--- src/rtl/ramp_ref_pkg.sv ---
package ramp_ref_pkg;

    parameter int unsigned DEF_CODE_W = 12;
    parameter int unsigned DEF_DIV_W  = 8;

    typedef enum logic [1:0] {
        ST_IDLE = 2'd0,
        ST_RUN  = 2'd1,
        ST_HALT = 2'd2
    } ramp_state_e;

    // Per-cycle command from control to datapath
    typedef struct packed {
        logic reload;   // take start value and begin period
        logic track;    // idle: follow start value
        logic dec;      // apply one saturating step
    } ramp_cmd_t;

endpackage

--- src/rtl/ramp_prescaler.sv ---
module ramp_prescaler #(
    parameter int unsigned DIV_W = 8
) (
    input  logic             clk,
    input  logic             rst,
    input  logic             restart,
    input  logic             enable,
    input  logic [DIV_W-1:0] rate_div,
    output logic             tick
);
    logic [DIV_W-1:0] cnt_q;
    logic             at_limit;

    assign at_limit = (cnt_q == rate_div);
    assign tick     = enable && at_limit;

    always_ff @(posedge clk) begin
        if (rst || restart) begin
            cnt_q <= '0;
        end else if (enable) begin
            if (at_limit) begin
                cnt_q <= '0;
            end else begin
                cnt_q <= cnt_q + 1'b1;
            end
        end
    end
endmodule

--- src/rtl/ramp_ctrl.sv ---
module ramp_ctrl
    import ramp_ref_pkg::*;
(
    input  logic        clk,
    input  logic        rst,
    input  logic        sync,
    input  logic        trip,
    input  logic        tick,
    output ramp_state_e state,
    output ramp_cmd_t   cmd
);
    ramp_state_e state_q, state_d;

    always_comb begin
        state_d = state_q;
        if (sync) begin
            state_d = ST_RUN;             // sync outranks trip
        end else if (trip && state_q == ST_RUN) begin
            state_d = ST_HALT;
        end
    end

    always_comb begin
        cmd        = '0;
        cmd.reload = sync;
        cmd.track  = !sync && (state_q == ST_IDLE);
        cmd.dec    = !sync && !trip && tick && (state_q == ST_RUN);
    end

    always_ff @(posedge clk) begin
        if (rst) begin
            state_q <= ST_IDLE;
        end else begin
            state_q <= state_d;
        end
    end

    assign state = state_q;
endmodule

--- src/rtl/ramp_datapath.sv ---
module ramp_datapath
    import ramp_ref_pkg::*;
#(
    parameter int unsigned CODE_W = 12
) (
    input  logic              clk,
    input  logic              rst,
    input  ramp_cmd_t         cmd,
    input  logic [CODE_W-1:0] start_val,
    input  logic [CODE_W-1:0] step,
    output logic [CODE_W-1:0] code
);
    logic [CODE_W-1:0] code_q;
    logic [CODE_W-1:0] stepped;

    // Saturating subtract: clamp at zero instead of wrapping
    assign stepped = (code_q >= step) ? (code_q - step) : '0;

    always_ff @(posedge clk) begin
        if (rst) begin
            code_q <= start_val;
        end else if (cmd.reload || cmd.track) begin
            code_q <= start_val;
        end else if (cmd.dec) begin
            code_q <= stepped;
        end
    end

    assign code = code_q;
endmodule

--- src/rtl/ramp_ref_gen.sv ---
module ramp_ref_gen
    import ramp_ref_pkg::*;
#(
    parameter int unsigned CODE_W = DEF_CODE_W,
    parameter int unsigned DIV_W  = DEF_DIV_W
) (
    input  logic              clk,
    input  logic              rst,
    input  logic              sync_i,
    input  logic              trip_i,
    input  logic [CODE_W-1:0] start_val_i,
    input  logic [CODE_W-1:0] step_i,
    input  logic [DIV_W-1:0]  rate_div_i,
    output logic [CODE_W-1:0] code_o,
    output logic              running_o
);
    ramp_state_e state;
    ramp_cmd_t   cmd;
    logic        tick;

    ramp_prescaler #(.DIV_W(DIV_W)) u_pre (
        .clk      (clk),
        .rst      (rst),
        .restart  (sync_i),
        .enable   (state == ST_RUN),
        .rate_div (rate_div_i),
        .tick     (tick)
    );

    ramp_ctrl u_ctrl (
        .clk   (clk),
        .rst   (rst),
        .sync  (sync_i),
        .trip  (trip_i),
        .tick  (tick),
        .state (state),
        .cmd   (cmd)
    );

    ramp_datapath #(.CODE_W(CODE_W)) u_dp (
        .clk       (clk),
        .rst       (rst),
        .cmd       (cmd),
        .start_val (start_val_i),
        .step      (step_i),
        .code      (code_o)
    );

    assign running_o = (state == ST_RUN);
endmodule

--- config.mk ---
export PLATFORM = sky130hd
export DESIGN_NAME = ramp_ref_gen
export DESIGN_NICKNAME = d
export VERILOG_FILES = /design/src/rtl/ramp_ref_pkg.sv /design/src/rtl/ramp_prescaler.sv /design/src/rtl/ramp_ctrl.sv /design/src/rtl/ramp_datapath.sv /design/src/rtl/ramp_ref_gen.sv
export SDC_FILE = /design/constraint.sdc
export NUM_CORES = 1
export LEC_CHECK = 0
export CORE_MARGIN = 2
export CORE_UTILIZATION = 55
export CTS_CLUSTER_SIZE = 25
export DETAILED_ROUTE_END_ITERATION = 6
export DONT_BUFFER_PORTS = 1
export GPL_ROUTABILITY_DRIVEN = 0
export PLACE_DENSITY = 0.73
export SYNTH_ARGS = -nofsm -noshare
export SYNTH_HDL_FRONTEND = slang
export SYNTH_HIERARCHICAL = 1
export SYNTH_SLANG_ARGS = --single-unit
export TNS_END_PERCENT = 30
--- constraint.sdc ---
create_clock -name clk -period 3.1 [get_ports clk]
set_input_delay 0.155 -clock clk [delete_from_list [all_inputs] [get_ports clk]]
set_output_delay 0.155 -clock clk [all_outputs]
set_load 0.1 [all_outputs]
==> results of run 1 <==
[what timing repair did]
| action | 4_1_cts | 5_1_grt |
|---|---|---|
| hold buffers | 3 | 0 |
| hold endpoints to repair | 2 | 0 |
| resized for setup | 0 | 0 |
[layout by cell type, fill, tap and decap left out, types with 2 or more instances in the layout]
cell and instances:
a21o_1 2, a21oi_1 12, a22o_1 9, a32o_1 3
buf_4 13, clkbuf_4 3, dfxtp_1 10, dlygate4sd3_1 3
edfxtp_1 12, ha_1 13, inv_1 16, nand2_1 10
nand2b_1 2, nand3_1 3, nand4_1 5, nor2_1 15
nor2b_1 2, nor3_1 4, o211ai_1 2, o21ai_0 5
or3_1 3, xnor2_1 16, xor2_1 5
[worst register-to-register path: cells and delay by family (launching register included)]
family / cells / cell delay [ns]
and+or+nand+nor: 2 / 0.23
AOI/OAI and AO/OA: 4 / 1.02
adders and majority gates: 2 / 0.56
DFF: 1 / 0.41
buffers and inverters: 2 / 0.14
[cell type report]
| type | instances | share of cell area, % |
|---|---|---|
| repair buffers | 16 | 7.08 |
| inverters | 16 | 3.33 |
| multi-input cells | 129 | 53.7 |
| well taps | 31 | 2.15 |
| flip-flops and latches | 22 | 31.1 |
| clock buffers | 4 | 2.64 |
[synth_stat cells, drive strengths merged (2+ instances only)]
cell     n
xor2     5
nand2   10
ha      13
o211ai   2
or3      3
nor2    16
nand3    3
dfxtp   10
nand2b   2
inv     16
nor3     4
a21oi   13
a21o     3
nand4    5
o21ai    6
buf      3
a22o     9
edfxtp  12
nor2b    3
xnor2   16
a32o     3
[flip-flops by register name (all words and copies together), names as in the netlist]
register	count
u_dp/code	12
u_ctrl/state	2
u_pre/cnt_q	8
[metal layers]
metal	wire length, um	up-vias	GRT usage, %
li1	-	643	-
met1	1430	591	25.4
met2	1600	30	34.6
met3	173	4	4.24
met4	35	0	6.64
met5	0	-	0
[worst max path at each step]
stage / start / to / slack, ns / cells after the start
detailed placement: u_dp/code[0] / u_dp/code[9] / 0.53 / 10
CTS: u_dp/code[0] / u_dp/code[7] / 0.51 / 10
finish: u_dp/code[0] / u_dp/code[7] / 0.51 / 10
global route: u_dp/code[0] / u_dp/code[7] / 0.37 / 10
floorplan: u_dp/code[0] / u_dp/code[9] / 0.20 / 11
global placement: u_dp/code[0] / u_dp/code[9] / 0.67 / 10
[metrics by stage]
step / cells / instance area (um2) / worst slack (ns)
2_1_floorplan: 171 / 1620 / 0.198
3_3_place_gp: 211 / 1720 / 0.665
3_5_place_dp: 211 / 1720 / 0.529
4_1_cts: 218 / 1800 / 0.505
5_1_grt: 218 / 1800 / 0.370
6_report: 218 / 1800 / 0.511
[where the power goes]
| group | switching [mW] | internal [mW] |
|---|---|---|
| logic | 0.250 | 0.120 |
| registers | 0.0120 | 0.330 |
| clock network | 0.0932 | 0.0983 |
[logic make-up after synthesis]
group                      after synthesis
xor gates and xnor gates                21
muxes                                    1
buffers and inverters                   20
DFF                                     22
AOI/OAI and AO/OA                       44
and+or+nand+nor                         49
adders and majority gates               14
==> metrics.txt, run 1 <==
largest net degree at the start of global routing 15; # DRC 0; initial antenna violation count 0; delay-heaviest family, CP compound AO/OA/AOI/OAI gates; cell count of the worst reg-to-reg path 10; Max Slew Vio Count 0; XOR/XNOR Fraction of Synth Area 11.4%; # H-tree levels 1; drt via density 5.82; Worst VDD drop 0.387 mV; Std-Cell Rows 19; minimum hold slack 0.0399 ns; first-pass GRT wire length 5320 um; Static Leak 0.731 nW; post-synthesis compound-gate area fraction 21.2%; # fillers 229; Hold Crit Start trip_i; multiplexer area fraction after synthesis 0.620%; final hold violations 0; setup repair bufs after CTS 0; number of CTS-inserted buffers 3; Slew @ Worst Pin 0.506 ns; multi-input logic area 967 um2; Core Util, Final 64.8%; Post-Syn Instances 171; Reg-to-Reg Start u_dp/code[0]; share of layout cells above drive strength 1 13.9%; ys flop type edfxtp_1; clock skew 0.0127 ns; Tcrit/Tclk final 83.5%; Worst Path Required 3.17 ns; synthesized area 1620 um2; Avg Cell Area, Syn 9.45 um2; CTS root buffer clkbuf_4; EDFF count, synth 12; flop-to-flop setup slack 0.51 ns; sequential cell area 561 um2; initial core utilization 58.1%; top-level port count 49; die area 3390 um2; ranking of synthesized cells by area edfxtp_1 (22%), dfxtp_1 (12%), ha_1 (10%), xnor2_1 (8.7%), a22o_1 (4.9%); simple-gate area share of the yosys netlist 15.3%; clock-pin slew on the worst setup and hold paths 0.14 ns; Reg2Reg Capture Point u_dp/code[7]; Hold EP u_ctrl/state[1]; setup TNS 0 ns; worst hold stages 2; CP cell instances inv_1, ha_1, inv_1, fa_1, nand3_1, a31oi_1, a2111oi_2, nor3b_1, o21ba_2, a32o_1; CP arrival 2.66 ns; crit-path most repeated cell inv_1; vias in the first global route 1236; routed via count 1268; Clock Sinks 22; worst-skew pair later-pin latency 0.31 ns; Routed Antenna Nets 0; register bit count reported by yosys 22; fin nets 238; total power 903 uW; max cap viols 0; gr usage total 20.2%; CTS max path bufs 2; grt ovf 0; unrepaired setup endpoints after global routing no; crit-path max cell delay 0.41 ns; max-slew headroom at the worst pin 66.3%; # port buffers 0; YS warnings 6; Area growth syn-to-layout 11.5%; Yosys top cell by area edfxtp_1; sequential share of the synthesized area 34.7%; Crit Path Category flop to flop; Tightest Hold Check Type input port to flop; syn_nets 221; Critical Path Fanout Max 12; largest family of logic cells by synthesized area compound AO/OA/AOI/OAI gates; Synth Area in Adders 11.3%; Crit. End Element flop; routed len/inst 14.8 um; run status finished clean; area share of the largest cell type after synthesis 22.3%; die width 58.2 um; Power Density 501 nW/um2; Crit-path slowest cell edfxtp_1; diode count 0; final setup violation count 0; asr flop ratio synth 0%; core area 2780 um2; hpwl dp 2590 um; Synth cell types 42; TritonCTS clock tree done; Buffers & Inverters on Critical Path 2; first-pass iteration count of the detailed router 4; FMAX 0.386 GHz; Final min period 2.59 ns; Initial DRC Count 33; DIE HEIGHT 58.2 um; CP startpoint kind flop; Routed WL 3240 um
(Power assumes the default switching activity.)
==> run 2, diff against run 1 <==
==> constraint.sdc (replaced) <==
create_clock -name clk -period 2.4 [get_ports clk]
set_input_delay 0.12 -clock clk [delete_from_list [all_inputs] [get_ports clk]]
set_output_delay 0.12 -clock clk [all_outputs]
set_load 0.1 [all_outputs]
==> run 2 against run 1 <==
Core utilization up 5.6 points; via count up 9.4%; critical endpoint is now u_dp/code[2]; first-iteration DRC count up 82%; die area unchanged; global-route usage up 0.93 points; highest routed layer unchanged; count of clock-buffer cells in the layout down 1.
==> metrics.txt, run 2 (same netlist as run 1, synthesis figures left out) <==
max reg flops 12; Final min period 2.37 ns; die area 3390 um2; # H-tree levels 1; vias in the first global route 1337; Post-DP Area 1770 um2; Crit-path slowest cell edfxtp_1; largest net degree at the start of global routing 14; total power 1.28 mW; Routed Antenna Nets 0; worst-skew pair later-pin latency 0.31 ns; Worst VDD drop 0.452 mV; Tightest Hold Check Type input port to flop; Crit Path Category flop to flop; max-slew headroom at the worst pin 68.5%; cell count after placement 212; CP arrival 2.46 ns; Std-Cell Rows 19; final hold violations 0; CP startpoint kind flop; crit-path max cell delay 0.45 ns; Critical Path Fanout Max 6; die width 58.2 um; flop-to-flop setup slack 0.03 ns; Area growth syn-to-layout 21.2%; drt via density 6.16; Max Slew Vio Count 0; number of CTS-inserted buffers 3; initial antenna violation count 0; commonest non-fill, non-tap cells in the layout buf_4 (16), xnor2_1 (16), nor2_1 (15), inv_1 (15), edfxtp_1 (12); clock-pin slew on the worst setup and hold paths 0.14 ns; gr usage total 21.1%; Core Util, Final 70.4%; Static Leak 0.771 nW; # fillers 208; diode count 0; routed len/inst 16.9 um; Routed WL 3800 um; Power Density 652 nW/um2; initial core utilization 58.1%; Initial DRC Count 60; clock skew 0.00699 ns; FMAX 0.421 GHz; share of layout cells above drive strength 1 20.6%; TritonCTS clock tree done; CP cell instances inv_1, ha_2, inv_2, fa_2, nand3_4, a31oi_4, a2111oi_4, nor3b_2, o21ba_2, a22o_1; CTS max path bufs 2; Slew @ Worst Pin 0.467 ns; max cap viols 0; Crit. End Element flop; Finished Cell Area 1960 um2; core area 2780 um2; first-pass GRT wire length 5620 um; hpwl dp 2640 um; Tcrit/Tclk final 99.0%; Non-Filler Instances 225; Clock Sinks 22; # DRC 0; final setup violation count 0; grt ovf 0; delay-heaviest family, CP compound AO/OA/AOI/OAI gates; DIE HEIGHT 58.2 um; Worst Path Required 2.48 ns; run status finished clean; Buffers & Inverters on Critical Path 2; CTS root buffer clkbuf_4; first-pass iteration count of the detailed router 4; routed via count 1387; fin nets 245; # port buffers 0; top-level port count 49
run 2: routing by layer:
layer	GRT usage, %	vias to the layer above	share of wire, %
li1	-	669	-
met1	24.2	653	40
met2	39.4	59	53
met3	3.35	6	6.6
met4	7.31	0	1.1
met5	0	-	0
run 2: worst reg2reg max path: stages (launching register included):
cell	delay [ns]
edfxtp_1	0.45
inv_1	0.08
ha_2	0.18
inv_2	0.05
fa_2	0.42
nand3_4	0.10
a31oi_4	0.10
a2111oi_4	0.21
nor3b_2	0.10
o21ba_2	0.27
a22o_1	0.20
run 2: stage by stage:
step / hold slack, ns / setup TNS, ns / setup WS, ns
final: 0.00519 / 0 / 0.0251
after global routing: -0.00346 / -0.343 / -0.0412
after global placement: 0.185 / 0 / 0.118
after CTS: 0.00109 / 0 / 0.0364
after floorplan: 0.185 / -3.97 / -0.375
after detailed placement: 0.193 / 0 / 0.0230
run 2: timing repair:
action                                 CTS  global route
hold buffers                             5             1
gates resized for setup                  1             7
setup endpoints to repair                1            12
buffers inserted                         0             2
gates cloned                             0             1
endpoints found under the hold margin    3             1
pin swaps                                0             0
run 2: final timing paths:
| path | end | cells past startpoint | startpoint |
|---|---|---|---|
| min reg2reg | u_pre/cnt_q[7] | 2 | u_pre/cnt_q[7] |
| min | u_dp/code[7] | 1 | start_val_i[7] |
| max reg2reg | u_dp/code[2] | 10 | u_dp/code[0] |
| max | u_dp/code[2] | 10 | u_dp/code[0] |
run 2: cell type report:
| cell class | instances | area (um2) | share of cell area [%] |
|---|---|---|---|
| clock buffers | 3 | 22.5 | 1.15 |
| clock inverters | 1 | 30.0 | 1.53 |
| inverters | 16 | 60.1 | 3.07 |
| multi-input cells | 130 | 1070 | 54.4 |
| flip-flops and latches | 22 | 561 | 28.6 |
| well taps | 31 | 38.8 | 1.98 |
| repair buffers | 22 | 180 | 9.20 |
run 2: report_power, final:
part / total, mW / switching [mW] / internal [mW] / leakage (nW)
Sequential: 0.444 / 0.0180 / 0.426 / 0.208
Combinational: 0.541 / 0.357 / 0.185 / 0.535
Clock: 0.291 / 0.122 / 0.169 / 0.0279
Total: 1.28 / 0.497 / 0.780 / 0.771
